### src/rtl/tmreq_pkg.sv
package tmreq_pkg;
  typedef enum logic [1:0] {
    CL_IDLE = 2'd0,
    CL_PEND = 2'd1,
    CL_PRIO = 2'd2,
    CL_OWN  = 2'd3
  } claim_t;
endpackage

### src/rtl/tmreq_decode.sv
module tmreq_decode #(
  parameter int ADDR_W = 16,
  parameter logic [ADDR_W-1:0] EXT_BASE = 16'hC000
) (
  input  logic              clk,
  input  logic              rst,
  input  logic [ADDR_W-1:0] addr,
  input  logic              io,
  input  logic              inta,
  input  logic              vld,
  output logic              ext_now,
  output logic              ext_q
);
  logic hi_mem;

  // memory window at or above the base, or any port cycle; never for an acknowledge
  assign hi_mem  = (addr >= EXT_BASE);
  assign ext_now = vld && !inta && (io || hi_mem);

  always_ff @(posedge clk) begin
    if (rst) ext_q <= 1'b0;
    else     ext_q <= ext_now;
  end
endmodule

### src/rtl/tmreq_sync.sv
module tmreq_sync #(
  parameter int STAGES = 2
) (
  input  logic clk,
  input  logic rst,
  input  logic d,
  output logic q
);
  logic [STAGES-1:0] chain;

  generate
    for (genvar s = 0; s < STAGES; s++) begin : g_stage
      if (s == 0) begin : g_first
        always_ff @(posedge clk) begin
          if (rst) chain[0] <= 1'b0;
          else     chain[0] <= d;
        end
      end else begin : g_next
        always_ff @(posedge clk) begin
          if (rst) chain[s] <= 1'b0;
          else     chain[s] <= chain[s-1];
        end
      end
    end
  endgenerate

  assign q = chain[STAGES-1];
endmodule

### src/rtl/tmreq_claim.sv
module tmreq_claim
  import tmreq_pkg::*;
(
  input  logic clk,
  input  logic rst,
  input  logic ext_now,
  input  logic ext_q,
  input  logic strobe,
  input  logic hold_n_in,
  input  logic hlda,
  input  logic win,
  input  logic bclk_s,
  input  logic xfer_done,
  output logic cpu_ready,
  output logic prio_en,
  output logic hold_n_out,
  output logic bus_owner,
  output logic xfer_start
);
  claim_t st, st_n;
  logic   strobe_q, bclk_p;
  logic   served, served_n;
  logic   started, started_n;
  logic   strobe_rise, strobe_fall, bclk_fall;
  logic   done_ok, prio_n, start_n;

  assign strobe_rise = strobe && !strobe_q;
  assign strobe_fall = !strobe && strobe_q;
  assign bclk_fall   = bclk_p && !bclk_s;
  assign done_ok     = (st == CL_OWN) && started && xfer_done;

  always_comb begin
    st_n = st;
    unique case (st)
      CL_IDLE: if (strobe_rise && ext_q && !served) st_n = CL_PEND;
      CL_PEND: if (hold_n_in && !hlda)              st_n = CL_PRIO;
      CL_PRIO: if (hlda)                            st_n = win ? CL_OWN : CL_PEND;
      CL_OWN:  if (done_ok)                         st_n = CL_IDLE;
      default:                                      st_n = CL_IDLE;
    endcase
  end

  always_comb begin
    served_n = served;
    if (done_ok)          served_n = 1'b1;
    else if (strobe_fall) served_n = 1'b0;
  end

  assign start_n   = (st == CL_OWN) && !started && bclk_fall;
  assign started_n = (st_n == CL_OWN) && (started || start_n);
  assign prio_n    = (st_n == CL_PRIO) || (st_n == CL_OWN);

  always_ff @(posedge clk) begin
    if (rst) begin
      st         <= CL_IDLE;
      strobe_q   <= 1'b0;
      bclk_p     <= 1'b0;
      served     <= 1'b0;
      started    <= 1'b0;
      cpu_ready  <= 1'b1;
      prio_en    <= 1'b0;
      hold_n_out <= 1'b1;
      bus_owner  <= 1'b0;
      xfer_start <= 1'b0;
    end else begin
      st         <= st_n;
      strobe_q   <= strobe;
      bclk_p     <= bclk_s;
      served     <= served_n;
      started    <= started_n;
      cpu_ready  <= !((ext_now && !served_n) || (st_n != CL_IDLE));
      prio_en    <= prio_n;
      hold_n_out <= !prio_n;
      bus_owner  <= (st_n == CL_OWN);
      xfer_start <= start_n;
    end
  end
endmodule

### src/rtl/tmreq_top.sv
module tmreq_top #(
  parameter int ADDR_W = 16,
  parameter logic [ADDR_W-1:0] EXT_BASE = 16'hC000,
  parameter int SYNC_STAGES = 2
) (
  input  logic              clk,
  input  logic              rst,
  input  logic [ADDR_W-1:0] cpu_addr,
  input  logic              cpu_io,
  input  logic              cpu_inta,
  input  logic              cpu_stat_vld,
  input  logic              cpu_strobe,
  input  logic              hold_n_in,
  input  logic              hlda,
  input  logic              win,
  input  logic              bus_clk,
  input  logic              xfer_done,
  output logic              cpu_ready,
  output logic              prio_en,
  output logic              hold_n_out,
  output logic              bus_owner,
  output logic              xfer_start
);
  logic ext_now, ext_q, bclk_s;

  tmreq_decode #(.ADDR_W(ADDR_W), .EXT_BASE(EXT_BASE)) u_dec (
    .clk(clk), .rst(rst), .addr(cpu_addr), .io(cpu_io), .inta(cpu_inta),
    .vld(cpu_stat_vld), .ext_now(ext_now), .ext_q(ext_q)
  );

  tmreq_sync #(.STAGES(SYNC_STAGES)) u_bsync (
    .clk(clk), .rst(rst), .d(bus_clk), .q(bclk_s)
  );

  tmreq_claim u_claim (
    .clk(clk), .rst(rst), .ext_now(ext_now), .ext_q(ext_q), .strobe(cpu_strobe),
    .hold_n_in(hold_n_in), .hlda(hlda), .win(win), .bclk_s(bclk_s),
    .xfer_done(xfer_done), .cpu_ready(cpu_ready), .prio_en(prio_en),
    .hold_n_out(hold_n_out), .bus_owner(bus_owner), .xfer_start(xfer_start)
  );
endmodule

### config.mk
export PLATFORM = sky130hd
export DESIGN_NAME = tmreq_top
export DESIGN_NICKNAME = d
export VERILOG_FILES = /design/src/rtl/tmreq_pkg.sv /design/src/rtl/tmreq_decode.sv /design/src/rtl/tmreq_sync.sv /design/src/rtl/tmreq_claim.sv /design/src/rtl/tmreq_top.sv
export SDC_FILE = /design/constraint.sdc
export NUM_CORES = 1
export LEC_CHECK = 0
export CAP_MARGIN = 20
export CORE_MARGIN = 4
export CORE_UTILIZATION = 36
export DETAILED_ROUTE_END_ITERATION = 6
export GPL_ROUTABILITY_DRIVEN = 1
export MAX_ROUTING_LAYER = met4
export PLACE_DENSITY = 0.82
export SLEW_MARGIN = 20
export SYNTH_ARGS = -nofsm -noshare
export SYNTH_HDL_FRONTEND = slang
export SYNTH_SLANG_ARGS = --single-unit
### constraint.sdc
create_clock -name clk -period 3.1 [get_ports clk]
set_clock_uncertainty 0.1 [all_clocks]
set_input_delay 0.93 -clock clk [delete_from_list [all_inputs] [get_ports clk]]
set_output_delay 0.93 -clock clk [all_outputs]
set_load 0.05 [all_outputs]
# Word level (Yosys, flattened, before mapping)
# Index checks and enable logic that the tools add are counted.
dict set report totals {
  ff_bits 14
  input_bits 27
  output_inout_bits 5
}
dict set report classes {
  magnitude_cmp 1
  eq_ne 5
  muxes 8
  n_reduce_logical 30
}
# operator n
set op_table {}
lappend op_table {{$ge A16 B16 Y1 const B} 1}
lappend op_table {{$logic_and A1 B1 Y1} 14}
lappend op_table {{$logic_not A1 Y1} 10}
lappend op_table {{$mux W2} 5}
lappend op_table {{$eq A2 B2 Y1 const B} 4}
lappend op_table {{$pmux W2 S4} 1}
lappend op_table {{$logic_or A1 B1 Y1} 4}
lappend op_table {{$eq A2 B1 Y1 const B} 1}
lappend op_table {{$logic_not A2 Y1} 1}
lappend op_table {{$mux W1} 2}
lappend op_table {{$reduce_bool A2 Y1} 1}

# Depth between registers and ports, before layout
dict set report depth {
  depth_word 9
  depth_mapped 5
  mapped_depth_nobuf 5
}

# Modules after synthesis
# From an unflattened synthesis, not the netlist that was laid out.
dict set report unflattened {
  cells_unflattened 46
  area_unflattened_um2 505.5
}
# mod instances cells_per_inst area_per_inst_um2 seq_area_each_um2
set by_module_without_submodules {}
lappend by_module_without_submodules {tmreq_claim 1 38 405.4 220.2}
lappend by_module_without_submodules {tmreq_sync 1 4 52.6 40.0}
lappend by_module_without_submodules {tmreq_decode 1 4 47.5 20.0}

# Worst setup path after synthesis
# Ideal clock, no wire load.
dict set report synth_path {
  path_kind {input to register}
  from {in win}
  to {reg u_claim.started}
  arrival_ns 1.621
  required_time_ns 2.942
  path_slack_ns 1.320
  cell_stages 5
  path_buffers 0
  path_cell_list {nand2b_1 a21oi_1 or3_4 clkinv_2 o211a_1}
}
dict set report synth_via {
  elab_chain_cells 5
}
# item line
set synth_rtl {}
lappend synth_rtl {{start: declaration} tmreq_top.sv:15} ;# input logic win,
lappend synth_rtl {{$mux W2 (2 in a row)} tmreq_claim.sv:37} ;# CL_PRIO: if (hlda) st_n = win ? CL_OWN : CL_PEND;
lappend synth_rtl {{$pmux W2 S4} tmreq_claim.sv:34} ;# unique case (st)
lappend synth_rtl {{$eq A2 B2 Y1} tmreq_claim.sv:50} ;# assign started_n = (st_n == CL_OWN) && (started || start_n);
lappend synth_rtl {{$logic_and A1 B1 Y1} tmreq_claim.sv:50}
lappend synth_rtl {{end signal: assignment} tmreq_claim.sv:70} ;# started <= started_n;
lappend synth_rtl {{end: declaration} tmreq_claim.sv:23} ;# logic started, started_n;
# Every way passes these cells.
# A chain may end at the register's enable or synchronous reset.

# Worst setup path in the final report
dict set report layout_path {
  from {reg u_claim.bus_owner}
  to {out bus_owner}
}
# item line
set layout_rtl {}
lappend layout_rtl {{start: declaration} tmreq_claim.sv:17} ;# output logic bus_owner,
lappend layout_rtl {{start signal: assignment} tmreq_claim.sv:74} ;# bus_owner <= (st_n == CL_OWN);
lappend layout_rtl {{end: declaration} tmreq_top.sv:21} ;# output logic bus_owner,
# No word-level cell between the ends.

==> metrics.csv <==
stage,metric,value,unit
setup_path,arrival,1380,ps
finish,largest_reg_flops,2,
power,leakage,0.0002957,µW
clocking,cts_inserted_buffers,3,
clocking,cts_tree,done,
finish,n_antenna_cell,0,
logic_synthesis,syn-num-nets,72,
logic_synthesis,synth_xor_xnor_area_share,0,%
logic_synthesis,synth_ff_type,dfxtp_1,
finish,final_area,708.2,µm²
global_routing,grt_start_max_net_pins,10,
floorplan,initial_core_util,40.82,%
global_routing,grt_remaining_overflow,0,
sta,rsz0062_at_grt,no,
routing,drc,0,
logic_synthesis,synth_top_family_by_area,simple AND/OR/NAND/NOR gates,
min_path,hold_path.class,reg -> reg,
sta,worstMarginPinSlew,494.1,ps
setup_path,cp-end-kind,output port,
finish,drive_above_1_share,10.61,%
logic_synthesis,synth_top_area_share,57.88,%
logic_synthesis,synth_seq_area_share,57.88,%
placement,dpl_cell_area,671.9,µm²
routing,via_per_inst,4.900,
sta,hold_violations,0,
clocking,cts.htree.levels,1,
sta,finalCritPeriodShare,77.87,%
clocking,post-cts-setup-buffers,0,
setup_path,worst_path_max_delay_cell,clkdlybuf4s50_1,
logic_synthesis,yosysWarnings,0,
placement,preCtsSetupSlack,731.1,ps
finish,regMostFlops,u_claim.st,
logic_synthesis,synth_fa_ha_area_share,0,%
power,power.density,479.5,nW/µm²
floorplan,core_area,1186,µm²
setup_path,critPathKind,reg -> out,
logic_synthesis,synthTopCellsByCount,"14 x dfxtp_1, 5 x nor2b_1, 3 x a21oi_1, 3 x nand2b_1",
floorplan,dieArea,1996,µm²
routing,ant_nets,0,
sta,finalSetupTns,0,ps
run_status,run_status,"finished, final reports clean",
sta,slew_headroom,66.96,%
routing,routed_wl,933,µm
finish,area_delta_synth_final,46.25,%
logic_synthesis,synthMuxAreaShare,0,%
setup_path,cpLargestDelayFamily,buffers and inverters,
setup_path,cp_max_fo,1,
routing,routedWlPerCell,11.66,µm
floorplan,std_cell_rows,12,
floorplan,die_x,44.68,µm
logic_synthesis,yosys_register_bits,14,
setup_path,start_kind,flop,
logic_synthesis,synthCells,45,
clocking,path_clk_slew,80,ps
global_routing,grt_pass1_vias,373,
logic_synthesis,synthArstFlopShare,0,%
logic_synthesis,avgSynthCellArea,10.76,µm²
routing,vias,392,
global_routing,antenna_found_initial,0,
sta,post-route-min-period,2414,ps
sta,setup_viol,0,
clocking,clock_path_buffers,2,
placement,numPortBuffers,17,
sta,holdWs,357.7,ps
clocking,cts_root_buf,clkbuf_4,
floorplan,die_y,44.68,µm
clocking,cts-resized-gates,0,
logic_synthesis,synthTopCellsByArea,"dfxtp_1 58%, nor2b_1 6.5%, nand2b_1 3.9%",
power,peakVddDrop,0.2533,mV
floorplan,io_pins,32,
clocking,holdBufCountCts,0,
finish,final_nets,94,
placement,place.gp.congestion,0.7485,
setup_path,worst-path-buf-inv,1,
global_routing,grt_pass1_wl,1.518,mm
sta,fmax,414.3,MHz
clocking,clock_latency,270,ps
logic_synthesis,synth_most_common_cell,dfxtp_1,
logic_synthesis,synth_compound_area_share,13.18,%
logic_synthesis,synth_area_leader_cell,dfxtp_1,
global_routing,grtUsageTotal,10.84,%
logic_synthesis,yosys.area_share.simple,26.36,%
setup_path,cpPeakStageDelay,790,ps
logic_synthesis,ys_types,21,
setup_path,worstPathCellList,clkdlybuf4s50_1,
run,cap_viol_max_count,0,
sta,fin_ws,686.1,ps
logic_synthesis,synth-edff-count,0,
clocking,clock_sinks,14,
setup_path,required,2070,ps
logic_synthesis,syn_area,484.2,µm²
routing,drt_iter0_markers,5,
sta,drv_slew,0,
routing,drtPass1Iterations,4,
-- placed cells by master (no fill, tap or decap), types with 2 or more instances in the layout --
cell type | Yosys | routed
nor2b_1 | 5 | 5
dfxtp_1 | 14 | 14
clkdlybuf4s50_1 | 0 | 17
inv_1 | 2 | 2
nor4b_1 | 2 | 2
a21oi_1 | 3 | 3
nand2b_1 | 3 | 3
clkbuf_4 | 0 | 3
and2_1 | 2 | 2
-- cells by family after synthesis --
logic type | Yosys count
flip-flops | 14
AO/OA/AOI/OAI | 9
buffers and inverters | 3
AND/OR/NAND/NOR | 19
-- per-layer routing --
layer  part of all wire [%]  wire [µm]  track usage [%]
met5                      0          0                -
met4                   0.86          8            5.422
met3                     11        102            4.065
met2                     42        396            14.90
met1                     46        425            13.63
-- worst paths after layout --
check,slack [ps],end,start,cells after the start
worst max-delay path,690,bus_owner,u_claim.bus_owner,1
worst min register to register,360,u_bsync.q,u_bsync.chain[0],1
worst min-delay path,360,u_bsync.q,u_bsync.chain[0],1
worst max register to register,1710,u_claim.cpu_ready,u_claim.st[0],4
-- power by group --
part | internal, µW | switching [µW]
registers | 183 | 1.66
logic | 19.9 | 11.1
clock network | 71.3 | 52.2
-- stage by stage --
| stage | std cells | util [%] | power [µW] |
|---|---|---|---|
| after floorplan | 45 | - | 200.2 |
| after global placement | 76 | 56.65 | 219.9 |
| after detailed placement | 76 | 56.65 | 220.6 |
| after CTS | 80 | 59.70 | 346.9 |
| after global routing | 80 | 59.70 | 357.1 |
| final | 80 | 59.70 | 339.6 |
-- area by class of cell --
class / instances / area [µm²]
clock buffer: 4 / 36.28
inverter: 3 / 12.51
multi-input combinational: 28 / 191.4
tap: 14 / 17.52
fill: 115 / 478.0
sequential: 14 / 280.3
timing repair buffer: 17 / 170.2
Note: power is estimated with default switching activity, not from simulation.
